<file path="config.mk">
export PLATFORM = sky130hd
export DESIGN_NAME = spi_mirror_regs
export DESIGN_NICKNAME = d
export VERILOG_FILES = /design/src/rtl/spi_mirror_regs_pkg.sv /design/src/rtl/spi_pin_sync.sv /design/src/rtl/spi_frame_engine.sv /design/src/rtl/spi_reg_store.sv /design/src/rtl/spi_mirror_regs.sv
export SDC_FILE = /design/constraint.sdc
export NUM_CORES = 1
export LEC_CHECK = 0
export ABC_CLOCK_PERIOD_IN_PS = 7800
export BUFFER_PORTS_ARGS = -buffer_cell sky130_fd_sc_hd__buf_2
export CORE_MARGIN = 2
export CORE_UTILIZATION = 50
export CTS_CLUSTER_SIZE = 12
export DETAILED_ROUTE_END_ITERATION = 12
export PLACE_DENSITY = 0.65
export SLEW_MARGIN = 10
export SYNTH_ARGS = -nofsm -noshare
export SYNTH_HDL_FRONTEND = slang
export SYNTH_HIERARCHICAL = 1
export SYNTH_SLANG_ARGS = --single-unit
</file>
<file path="constraint.sdc">
create_clock -name clk -period 7.8 [get_ports clk]
set_clock_uncertainty 0.15 [all_clocks]
set_input_delay 0.39 -clock clk [delete_from_list [all_inputs] [get_ports clk]]
set_output_delay 0.39 -clock clk [all_outputs]
set_load 0.01 [all_outputs]
</file>
<file path="src/rtl/spi_mirror_regs_pkg.sv">
package spi_mirror_regs_pkg;
  localparam int ADDR_W = 15;
  localparam int CMD_W  = 16;
  localparam int BYTE_W = 8;

  localparam logic [ADDR_W-1:0] A_IFCFG  = 15'h0000;
  localparam logic [ADDR_W-1:0] A_XFER   = 15'h0001;
  localparam logic [ADDR_W-1:0] A_TYPE   = 15'h0003;
  localparam logic [ADDR_W-1:0] A_PROD   = 15'h0004;
  localparam logic [ADDR_W-1:0] A_SCR    = 15'h000A;
  localparam logic [ADDR_W-1:0] A_VIDLO  = 15'h000C;
  localparam logic [ADDR_W-1:0] A_VIDHI  = 15'h000D;
  localparam logic [ADDR_W-1:0] A_STAT   = 15'h0049;

  localparam logic [BYTE_W-1:0] K_TYPE  = 8'h06;
  localparam logic [BYTE_W-1:0] K_PROD  = 8'h05;
  localparam logic [BYTE_W-1:0] K_VIDLO = 8'h56;
  localparam logic [BYTE_W-1:0] K_VIDHI = 8'h04;

  typedef enum logic [1:0] {PH_IDLE, PH_CMD, PH_DATA, PH_HOLD} phase_e;

  typedef struct packed {
    logic lsb_first;
    logic ascend;
    logic four_wire;
    logic single;
  } frame_cfg_t;

  function automatic logic [BYTE_W-1:0] rev8(input logic [BYTE_W-1:0] v);
    logic [BYTE_W-1:0] r;
    for (int i = 0; i < BYTE_W; i++) r[i] = v[BYTE_W-1-i];
    return r;
  endfunction

  function automatic logic [CMD_W-1:0] rev16(input logic [CMD_W-1:0] v);
    logic [CMD_W-1:0] r;
    for (int i = 0; i < CMD_W; i++) r[i] = v[CMD_W-1-i];
    return r;
  endfunction
endpackage

</file>
<file path="src/rtl/spi_pin_sync.sv">
module spi_pin_sync #(
  parameter int STAGES = 2
) (
  input  logic clk,
  input  logic rst_n,
  input  logic sclk,
  input  logic cs_n,
  input  logic mosi,
  output logic sclk_rise,
  output logic sclk_fall,
  output logic cs_fall,
  output logic cs_rise,
  output logic mosi_s
);
  logic [STAGES-1:0] sclk_sh, cs_sh, mosi_sh;
  logic              sclk_d, cs_d;
  logic              sclk_s, cs_s;

  assign sclk_s = sclk_sh[STAGES-1];
  assign cs_s   = cs_sh[STAGES-1];
  assign mosi_s = mosi_sh[STAGES-1];

  always_ff @(posedge clk or negedge rst_n) begin
    if (!rst_n) begin
      sclk_sh <= '0;
      cs_sh   <= '1;
      mosi_sh <= '0;
      sclk_d  <= 1'b0;
      cs_d    <= 1'b1;
    end else begin
      sclk_sh <= {sclk_sh[STAGES-2:0], sclk};
      cs_sh   <= {cs_sh[STAGES-2:0], cs_n};
      mosi_sh <= {mosi_sh[STAGES-2:0], mosi};
      sclk_d  <= sclk_s;
      cs_d    <= cs_s;
    end
  end

  assign sclk_rise = sclk_s & ~sclk_d & ~cs_s;
  assign sclk_fall = ~sclk_s & sclk_d & ~cs_s;
  assign cs_fall   = ~cs_s & cs_d;
  assign cs_rise   = cs_s & ~cs_d;
endmodule

</file>
<file path="src/rtl/spi_frame_engine.sv">
module spi_frame_engine
  import spi_mirror_regs_pkg::*;
(
  input  logic              clk,
  input  logic              rst_n,
  input  logic              sclk_rise,
  input  logic              sclk_fall,
  input  logic              cs_fall,
  input  logic              cs_rise,
  input  logic              mosi_s,
  input  frame_cfg_t        cfg_in,
  input  logic [BYTE_W-1:0] rd_data,
  output logic [ADDR_W-1:0] rd_addr,
  output logic              wr_en,
  output logic [ADDR_W-1:0] wr_addr,
  output logic [BYTE_W-1:0] wr_data,
  output logic              out_bit,
  output logic              out_active,
  output logic              four_wire,
  output logic              hold
);
  localparam int CNT_W = $clog2(CMD_W);

  phase_e            phase_q, phase_n;
  logic [CNT_W-1:0]  cnt_q, cnt_n;
  logic [CMD_W-1:0]  rx_q, rx_n, rx_word, cmd_word;
  logic [BYTE_W-1:0] byte_word;
  logic [ADDR_W-1:0] addr_q, addr_n, addr_step;
  logic              is_rd_q, is_rd_n;
  frame_cfg_t        cfg_q, cfg_n;
  logic [BYTE_W-1:0] tx_q, tx_n;
  logic              out_q, out_n;
  logic              load_q, load_n;
  logic              wr_en_q, wr_en_n;
  logic [ADDR_W-1:0] wr_addr_q, wr_addr_n;
  logic [BYTE_W-1:0] wr_data_q, wr_data_n;

  assign rx_word   = {rx_q[CMD_W-2:0], mosi_s};
  assign cmd_word  = cfg_q.lsb_first ? rev16(rx_word) : rx_word;
  assign byte_word = cfg_q.lsb_first ? rev8(rx_word[BYTE_W-1:0]) : rx_word[BYTE_W-1:0];
  assign addr_step = cfg_q.ascend ? addr_q + 1'b1 : addr_q - 1'b1;

  always_comb begin
    phase_n   = phase_q;
    cnt_n     = cnt_q;
    rx_n      = rx_q;
    addr_n    = addr_q;
    is_rd_n   = is_rd_q;
    cfg_n     = cfg_q;
    tx_n      = tx_q;
    out_n     = out_q;
    load_n    = 1'b0;
    wr_en_n   = 1'b0;
    wr_addr_n = wr_addr_q;
    wr_data_n = wr_data_q;
    if (cs_rise) begin
      phase_n = PH_IDLE;
    end else if (cs_fall) begin
      phase_n = PH_CMD;
      cnt_n   = '0;
      cfg_n   = cfg_in;
      out_n   = 1'b0;
    end else if (sclk_rise) begin
      case (phase_q)
        PH_CMD: begin
          rx_n  = rx_word;
          cnt_n = cnt_q + 1'b1;
          if (cnt_q == CNT_W'(CMD_W-1)) begin
            phase_n = PH_DATA;
            cnt_n   = '0;
            is_rd_n = cmd_word[CMD_W-1];
            addr_n  = cmd_word[ADDR_W-1:0];
            load_n  = cmd_word[CMD_W-1];
          end
        end
        PH_DATA: begin
          rx_n  = rx_word;
          cnt_n = cnt_q + 1'b1;
          if (cnt_q == CNT_W'(BYTE_W-1)) begin
            cnt_n = '0;
            if (!is_rd_q) begin
              wr_en_n   = 1'b1;
              wr_addr_n = addr_q;
              wr_data_n = byte_word;
            end
            if (cfg_q.single) begin
              phase_n = PH_HOLD;
            end else begin
              addr_n = addr_step;
              load_n = is_rd_q;
            end
          end
        end
        default: ;
      endcase
    end else if (sclk_fall && phase_q == PH_DATA && is_rd_q) begin
      out_n = tx_q[BYTE_W-1];
      tx_n  = {tx_q[BYTE_W-2:0], 1'b0};
    end
    if (load_q) begin
      tx_n = cfg_q.lsb_first ? rev8(rd_data) : rd_data;
    end
  end

  always_ff @(posedge clk or negedge rst_n) begin
    if (!rst_n) begin
      phase_q   <= PH_IDLE;
      cnt_q     <= '0;
      rx_q      <= '0;
      addr_q    <= '0;
      is_rd_q   <= 1'b0;
      cfg_q     <= '0;
      tx_q      <= '0;
      out_q     <= 1'b0;
      load_q    <= 1'b0;
      wr_en_q   <= 1'b0;
      wr_addr_q <= '0;
      wr_data_q <= '0;
    end else begin
      phase_q   <= phase_n;
      cnt_q     <= cnt_n;
      rx_q      <= rx_n;
      addr_q    <= addr_n;
      is_rd_q   <= is_rd_n;
      cfg_q     <= cfg_n;
      tx_q      <= tx_n;
      out_q     <= out_n;
      load_q    <= load_n;
      wr_en_q   <= wr_en_n;
      wr_addr_q <= wr_addr_n;
      wr_data_q <= wr_data_n;
    end
  end

  assign rd_addr    = addr_q;
  assign wr_en      = wr_en_q;
  assign wr_addr    = wr_addr_q;
  assign wr_data    = wr_data_q;
  assign out_bit    = out_q;
  assign out_active = (phase_q == PH_DATA) && is_rd_q;
  assign four_wire  = cfg_q.four_wire;
  assign hold       = (phase_q == PH_HOLD);
endmodule

</file>
<file path="src/rtl/spi_reg_store.sv">
module spi_reg_store
  import spi_mirror_regs_pkg::*;
#(
  parameter int BANK_BASE  = 16,
  parameter int BANK_DEPTH = 16,
  parameter int STAT_W     = 4
) (
  input  logic              clk,
  input  logic              rst_n,
  input  logic              wr_en,
  input  logic [ADDR_W-1:0] wr_addr,
  input  logic [BYTE_W-1:0] wr_data,
  input  logic [ADDR_W-1:0] rd_addr,
  input  logic [STAT_W-1:0] status_in,
  output logic [BYTE_W-1:0] rd_data,
  output frame_cfg_t        cfg_out
);
  localparam int BANK_IW = (BANK_DEPTH > 1) ? $clog2(BANK_DEPTH) : 1;

  frame_cfg_t        cfg_q, cfg_n;
  logic              aux_q, aux_n;
  logic [BYTE_W-1:0] scr_q, scr_n;
  logic [BYTE_W-1:0] bank_q [BANK_DEPTH];
  logic [BYTE_W-1:0] bank_n [BANK_DEPTH];
  logic [BANK_DEPTH-1:0] bank_we;
  logic [STAT_W-1:0] stat_q;
  logic              mirror_ok, soft_rst;
  logic [ADDR_W-1:0] bank_off;
  logic              bank_hit;

  assign mirror_ok = (wr_data[7:4] == {wr_data[0], wr_data[1], wr_data[2], wr_data[3]});
  assign soft_rst  = wr_en && (wr_addr == A_IFCFG) && mirror_ok && wr_data[0];

  for (genvar g = 0; g < BANK_DEPTH; g++) begin : g_bank_dec
    assign bank_we[g] = (wr_addr == ADDR_W'(BANK_BASE + g));
  end

  always_comb begin
    cfg_n = cfg_q;
    aux_n = aux_q;
    scr_n = scr_q;
    for (int i = 0; i < BANK_DEPTH; i++) bank_n[i] = bank_q[i];
    if (soft_rst) begin
      cfg_n = '0;
      aux_n = 1'b0;
      scr_n = '0;
      for (int i = 0; i < BANK_DEPTH; i++) bank_n[i] = '0;
    end else if (wr_en) begin
      if (wr_addr == A_IFCFG && mirror_ok) begin
        cfg_n.lsb_first = wr_data[1];
        cfg_n.ascend    = wr_data[2];
        cfg_n.four_wire = wr_data[3];
      end
      if (wr_addr == A_XFER) begin
        cfg_n.single = wr_data[7];
        aux_n        = wr_data[5];
      end
      if (wr_addr == A_SCR) scr_n = wr_data;
      for (int i = 0; i < BANK_DEPTH; i++) begin
        if (bank_we[i]) bank_n[i] = wr_data;
      end
    end
  end

  always_ff @(posedge clk or negedge rst_n) begin
    if (!rst_n) begin
      cfg_q  <= '0;
      aux_q  <= 1'b0;
      scr_q  <= '0;
      stat_q <= '0;
      for (int i = 0; i < BANK_DEPTH; i++) bank_q[i] <= '0;
    end else begin
      cfg_q  <= cfg_n;
      aux_q  <= aux_n;
      scr_q  <= scr_n;
      stat_q <= status_in;
      for (int i = 0; i < BANK_DEPTH; i++) bank_q[i] <= bank_n[i];
    end
  end

  assign bank_off = rd_addr - ADDR_W'(BANK_BASE);
  assign bank_hit = (rd_addr >= ADDR_W'(BANK_BASE)) &&
                    (rd_addr < ADDR_W'(BANK_BASE + BANK_DEPTH));

  always_comb begin
    rd_data = '0;
    if (bank_hit) begin
      rd_data = bank_q[bank_off[BANK_IW-1:0]];
    end else begin
      case (rd_addr)
        A_IFCFG: rd_data = {1'b0, cfg_q.lsb_first, cfg_q.ascend, cfg_q.four_wire,
                            cfg_q.four_wire, cfg_q.ascend, cfg_q.lsb_first, 1'b0};
        A_XFER:  rd_data = {cfg_q.single, 1'b0, aux_q, 5'b0};
        A_TYPE:  rd_data = K_TYPE;
        A_PROD:  rd_data = K_PROD;
        A_SCR:   rd_data = scr_q;
        A_VIDLO: rd_data = K_VIDLO;
        A_VIDHI: rd_data = K_VIDHI;
        A_STAT:  rd_data = BYTE_W'(stat_q);
        default: rd_data = '0;
      endcase
    end
  end

  assign cfg_out = cfg_q;
endmodule

</file>
<file path="src/rtl/spi_mirror_regs.sv">
module spi_mirror_regs
  import spi_mirror_regs_pkg::*;
#(
  parameter int SYNC_STAGES = 2,
  parameter int BANK_BASE   = 16,
  parameter int BANK_DEPTH  = 16
) (
  input  logic       clk,
  input  logic       rst_n,
  input  logic       sclk,
  input  logic       cs_n,
  input  logic       sdio_in,
  input  logic [3:0] status_in,
  output logic       sdo,
  output logic       sdio_out,
  output logic       sdio_oe
);
  logic              sclk_rise, sclk_fall, cs_fall, cs_rise, mosi_s;
  logic [ADDR_W-1:0] rf_rd_addr, rf_wr_addr;
  logic [BYTE_W-1:0] rf_rd_data, rf_wr_data;
  logic              rf_wr_en;
  frame_cfg_t        rf_cfg;
  logic              eng_bit, eng_active, eng_four, eng_hold;

  spi_pin_sync #(.STAGES(SYNC_STAGES)) u_sync (
    .clk(clk), .rst_n(rst_n), .sclk(sclk), .cs_n(cs_n), .mosi(sdio_in),
    .sclk_rise(sclk_rise), .sclk_fall(sclk_fall),
    .cs_fall(cs_fall), .cs_rise(cs_rise), .mosi_s(mosi_s)
  );

  spi_frame_engine u_eng (
    .clk(clk), .rst_n(rst_n),
    .sclk_rise(sclk_rise), .sclk_fall(sclk_fall),
    .cs_fall(cs_fall), .cs_rise(cs_rise), .mosi_s(mosi_s),
    .cfg_in(rf_cfg), .rd_data(rf_rd_data), .rd_addr(rf_rd_addr),
    .wr_en(rf_wr_en), .wr_addr(rf_wr_addr), .wr_data(rf_wr_data),
    .out_bit(eng_bit), .out_active(eng_active), .four_wire(eng_four),
    .hold(eng_hold)
  );

  spi_reg_store #(.BANK_BASE(BANK_BASE), .BANK_DEPTH(BANK_DEPTH), .STAT_W(4)) u_rf (
    .clk(clk), .rst_n(rst_n),
    .wr_en(rf_wr_en), .wr_addr(rf_wr_addr), .wr_data(rf_wr_data),
    .rd_addr(rf_rd_addr), .status_in(status_in),
    .rd_data(rf_rd_data), .cfg_out(rf_cfg)
  );

  assign sdo      = (eng_active && eng_four) ? eng_bit : 1'b0;
  assign sdio_oe  = eng_active && !eng_four;
  assign sdio_out = sdio_oe ? eng_bit : 1'b0;
endmodule

</file>
[Yosys cells after proc, flatten, opt, wreduce, memory -nomap -nowiden]
Cells that the tools add are included.
Word-level totals
  register bits after elaboration: 228
  bits in latches: 0
  memory bits (writable): 0
  ROM bits: 0
  output and inout port bits: 3
  word-level logic and storage cells: 249
  memories: 0
Cells by class
  $add $sub $neg: 4
  $mul: 0
  div/mod/pow operators: 0
  order comparisons: 3
  eq/ne operators: 40
  shifts and indexed selects: 0
  multiplexer cells: 76
  bitwise logic cells: 14
  reductions and logical operators: 69
Operators with widths (count)
  2-to-1 mux 128 bit: 2
  == test 15 x 5 -> 1 bit (second input constant): 16
  2-to-1 mux 8 bit: 29
  one-hot mux 8 bit (8 select lines): 1
  == test 15 x 4 -> 1 bit (second input constant): 4
  2-to-1 mux 15 bit: 4
  nonzero test 2 bit: 24
  AND reduction 2 bit: 20
  binary-select mux 8 bit (select 4 bit): 1
  == test 15 x 1 -> 1 bit (second input constant): 2
  zero test 15 bit: 2
  one-hot mux 15 bit (2 select lines): 1
  2-to-1 mux 4 bit: 6
  2-to-1 mux 1 bit: 21
  2-to-1 mux 16 bit: 1
  adder 15 x 1 -> 15 bit (second input constant): 1
  == test 15 x 2 -> 1 bit (second input constant): 1
  == test 15 x 3 -> 1 bit (second input constant): 1
  == test 15 x 7 -> 1 bit (second input constant): 1
  >= comparator 15 x 5 -> 1 bit (second input constant): 1
  < comparator 15 x 6 -> 1 bit (second input constant): 1
  subtractor 15 x 1 -> 15 bit (second input constant): 1
  2-to-1 mux 2 bit: 6
  != test 2 x 1 -> 1 bit (second input constant): 6
  other kinds (27): 53

[Longest topological paths before layout]
  depth after elaboration: 10
  depth in mapped cells: 10
  gate-level depth less buffers: 9

[Cells and area by module]
The synthesis kept the hierarchy.
By module, submodules not included
  spi_reg_store: times used 1, cells each 574, area an instance 7363.3 um2
  spi_frame_engine: times used 1, cells each 449, area an instance 4221.5 um2
  spi_pin_sync: times used 1, cells each 12, area an instance 231.5 um2
  spi_mirror_regs: times used 1, cells each 3, area an instance 26.3 um2

[Least setup slack after synthesis]
Ideal clock, no wire load.
  path kind: register to register
  from: register u_eng/cfg_q[2] in the netlist's numbering
  to: register u_eng.addr_q[12], in the netlist u_eng/rd_addr[12]
  library setup time: 0.121 ns
  arrival time: 2.390 ns
  required time: 7.529 ns
  setup slack: 5.138 ns
  stages on the path, launching flop included: 9
  buffers on the path: 0
  cell sequence: dfrtp_1 inv_1 ha_1 nor2b_1 o31a_1 o31a_1 a2111oi_0 o41a_1 nand2_1
On the way
  longest elaborated chain between the ends: 4
Ends and longest elaborated chain
  start: declaration: RTL line spi_frame_engine.sv:30  | frame_cfg_t cfg_q, cfg_n;
  start signal: assignment: RTL line spi_frame_engine.sv:125  | cfg_q <= cfg_n;
  2-to-1 mux 15 bit: RTL line spi_frame_engine.sv:41  | assign addr_step = cfg_q.ascend ? addr_q + 1'b1 : addr_q - 1'b1;
  2-to-1 mux 15 bit: RTL line spi_frame_engine.sv:86  | if (cfg_q.single) begin
  2-to-1 mux 15 bit: RTL line spi_frame_engine.sv:79  | if (cnt_q == CNT_W'(BYTE_W-1)) begin
  one-hot mux 15 bit (2 select lines): RTL line spi_frame_engine.sv:64  | case (phase_q)
  end signal: assignment: RTL line spi_frame_engine.sv:123  | addr_q <= addr_n;
  end: declaration: RTL line spi_frame_engine.sv:28  | logic [ADDR_W-1:0] addr_q, addr_n, addr_step;
No other way between the ends. The select of a mux whose other input is x is not followed.
A chain may end at the register's enable or synchronous reset.

[Worst setup path in the final report]
  from: register u_eng.wr_data_q[3], in the netlist u_eng/wr_data[3]
  to: register u_rf/bank_q[111] in the netlist's numbering
On the way
  longest elaborated chain between the ends: 5
  elaborated cells between the ends (all ways): 7
  classes of those cells: eq/ne: 1; mux: 1; reduce/logical: 5
Ends and longest elaborated chain
  start: declaration: RTL line spi_frame_engine.sv:36  | logic [BYTE_W-1:0] wr_data_q, wr_data_n;
  start signal: assignment: RTL line spi_frame_engine.sv:131  | wr_data_q <= wr_data_n;
  == test 4 bit (*): RTL line spi_reg_store.sv:31  | assign mirror_ok = (wr_data[7:4] == {wr_data[0], wr_data[1], wr_data[2], wr_data[3]});
  logical AND 1 bit (*) (2 in series): RTL line spi_reg_store.sv:32  | assign soft_rst = wr_en && (wr_addr == A_IFCFG) && mirror_ok && wr_data[0];
  nonzero test 2 bit (no line)
  AND reduction 2 bit (no line)
  end: declaration: RTL line spi_reg_store.sv:23  | logic [BYTE_W-1:0] bank_q [BANK_DEPTH];
Mark *: on every way between the ends. The rest lies on a longest branch, timed or not.

==> summary.md <==
| Metric | Value |
|---|---|
| Hold path endpoint | `u_sync/sclk_sh[1]` |
| First-pass DRT Iterations | `5` |
| Final setup fails | `0` |
| Worst R2R End | `u_rf/bank_q[111]` |
| PwrDens | `216 mW/mm2` |
| Met1 Use GR | `between 30 and 40%` |
| Setup TNS | `0 ns` |
| Worst EP arrival | `about 3.5 ns` |
| GRT Residual Overflow | `0` |
| Final core utilization | `55.4%` |
| Number of antenna diodes | `0` |
| FMAX | `~310 MHz` |
| Die Ht | `158 um` |
| Num CTS Buffers | `25` |
| Syn Std Cell Area | `0.0118 mm2` |
| Share of cells above drive strength 1 | `between 10% and 20%` |
| Vias | `8602` |
| Vias per inst | `between 6 and 7` |
| Clk sink count | `228` |
| Clock root cell | `clkbuf_16` |
| Fin crit share | `a little over two fifths` |
| Lkg Pwr | `between 5 and 6 nW` |
| I/O pin count | `12` |
| # placed instances | `about 1300` |
| H-tree depth | `1` |
| Initial antenna violation count | `0` |
| Worst VDD drop | `around 0.16 mV` |
| Outcome | `completed` |
| Die area | `0.0249 mm2` |
| Max-cap violations | `0` |
| Dpl hpwl | `around 21000 um` |
| Synth warnings | `6` |
| Worst-Margin Slew | `1.23 ns` |
| Syn nets | `~1100` |
| Global-route wire length before repair | `50000 um` |
| Post-Syn Instances | `about 1000` |
| Comb pwr share | `between 10 and 15%` |
| Critical path class | `reg2reg` |
| Pint | `about 2.1 mW` |
| Post_cts resized | `0` |
| Reg2Reg Launch Point | `u_eng/wr_data[3]` |
| Drt drc | `0` |
| Clock-pin slew on the worst setup and hold paths | `about 0.06 ns` |
| Pin count of the biggest net entering global routing | `about 100` |
| Row Count | `56` |
| I/O Buffers | `11` |
| HP Class | `reg2reg` |
| Startpoint Class | `flop` |
| Max-Slew Margin vs Limit | `approximately 17%` |
| Final Max Slew Viols | `0` |
| First-iteration detailed-routing DRC count | `874` |
| Flop pwr share | `between 40% and 50%` |
| Switching power | `approximately 0.74 mW` |
| Final Non-Filler Cells | `between 1000 and 1500` |
| DRT antenna net count | `0` |
| Initial core utilization | `50.7%` |
| FF-to-FF setup slack | `roughly 4.5 ns` |
| TritonCTS clock tree | `built` |
| Clock buffer depth | `3` |
| Met2 Usage GRT | `roughly two fifths` |
| Core area | `0.0233 mm2` |
| Clock Power Share | `a little over two fifths` |
| Top Usage Layer GRT | `met2` |
| Number of global-route vias before repair | `8519` |
| Gpl congestion | `0.912` |
| Switch share | `a little over a quarter` |
| FF-to-FF path depth | `5` |
| Die X | `about 160 um` |
| Hold Path Cell Cnt | `0` |
| Final WL | `31700 um` |
| RSZ-0062 raised after global routing | `no` |
| Hold_sp | `u_sync/sclk_sh[0]` |
| Gr usage total | `a little over a quarter` |
| Layout net count | `~1100` |
| Min Tclk post-route | `~3.3 ns` |
| CP max FO | `14` |
| Wire length per cell | `approximately 23 um` |
| Syn Area/Cell | `around 11 um2` |
| Worst skew pair latency | `0.54 ns` |
| Met3 GRT Util | `under 10%` |
| Crit path capture type | `flop` |
| Final Hold Viols | `0` |
| Area grow syn2layout | `9.31%` |
| Critical Path RT | `8.07 ns` |
[registers in the layout, summed over array words and instances, names as in the netlist, 3 cells and up]
signal,flops
u_eng/rx_q,15
u_eng/wr_data,8
u_eng/cfg_q,3
u_rf/bank_q,128
u_rf/cfg_out,4
u_rf/scr_q,8
u_eng/wr_addr,15
u_eng/rd_addr,15
u_eng/tx_q,8
u_rf/stat_q,4
u_eng/cnt_q,4
[area by class of cell]
cell class,instances,area [um2]
inverters,19,71.3
well taps,319,399
fillers,1986,10400
flip-flops and latches,228,5710
repair buffers,29,220
multi-input cells,734,5710
clock buffers,40,762
clock inverters,5,53.8
[cells in the final DEF (no fill, tap or decap), types with 10 or more instances in the layout]
| master | n |
|---|---|
| nor3_1 | 25 |
| buf_4 | 10 |
| mux2_2 | 26 |
| mux2i_1 | 32 |
| o2bb2ai_1 | 48 |
| ha_1 | 16 |
| a21oi_1 | 51 |
| clkbuf_16 | 25 |
| a211oi_1 | 15 |
| o21ai_0 | 56 |
| nand4_1 | 10 |
| nor2_1 | 47 |
| mux4_2 | 32 |
| dfrtp_1 | 224 |
| nand2_1 | 92 |
| a22o_1 | 75 |
| nor2b_1 | 24 |
| inv_1 | 19 |
| nand3_1 | 14 |
| buf_2 | 10 |
[worst max-delay path, cell delays in order, from the launching register on]
cell	delay (ns)
dfrtp_1	0.67
xnor2_1	0.47
nand3_1	0.29
nor4_4	0.79
o21ai_1	0.46
a22o_1	0.34
[per-stage QoR]
stage          instance area (um2)  hold slack (ns)  setup WS, ns  power [mW]
5_1_grt                      12900            0.211          4.39        2.92
3_3_place_gp                 12000            0.184          4.73        1.64
6_report                     12900            0.199          4.55        2.80
3_5_place_dp                 12000            0.186          4.65        1.64
2_1_floorplan                11800          -0.0556          5.14        1.53
4_1_cts                      12900            0.206          4.66        2.82
[worst max-delay path by stage]
stage | slack (ns) | depth (start not counted) | start | endpoint
floorplan | 5.14 | 8 | u_eng/cfg_q[2] | u_eng/rd_addr[12]
global placement | 4.73 | 5 | u_eng/wr_data[3] | u_rf/bank_q[108]
detailed placement | 4.65 | 5 | u_eng/wr_data[3] | u_rf/bank_q[110]
CTS | 4.66 | 5 | u_eng/wr_data[3] | u_rf/bank_q[111]
global route | 4.39 | 5 | u_eng/wr_data[3] | u_rf/bank_q[111]
finish | 4.55 | 5 | u_eng/wr_data[3] | u_rf/bank_q[111]
[power groups by stage]
stage          sequential (mW)  combinational (mW)  clock [mW]
2_1_floorplan             1.24               0.292           0
3_3_place_gp              1.25               0.392           0
3_5_place_dp              1.25               0.394           0
4_1_cts                   1.23               0.399        1.19
5_1_grt                   1.23               0.441        1.25
6_report                  1.23               0.398        1.17
[repair_timing]
| action | in CTS | in global routing |
|---|---|---|
| setup buffers | 0 | 0 |
| hold endpoints to repair | 105 | 0 |
| hold buffers | 8 | 0 |
| setup endpoints to repair | 0 | 0 |
[layer usage]
layer | vias up | wire, um
li1 | 3962 | -
met5 | - | 0
met2 | 300 | 14700
met4 | 0 | 1300
met1 | 4270 | 13900
met3 | 70 | 1790
Power figures use the tool's default switching activity.
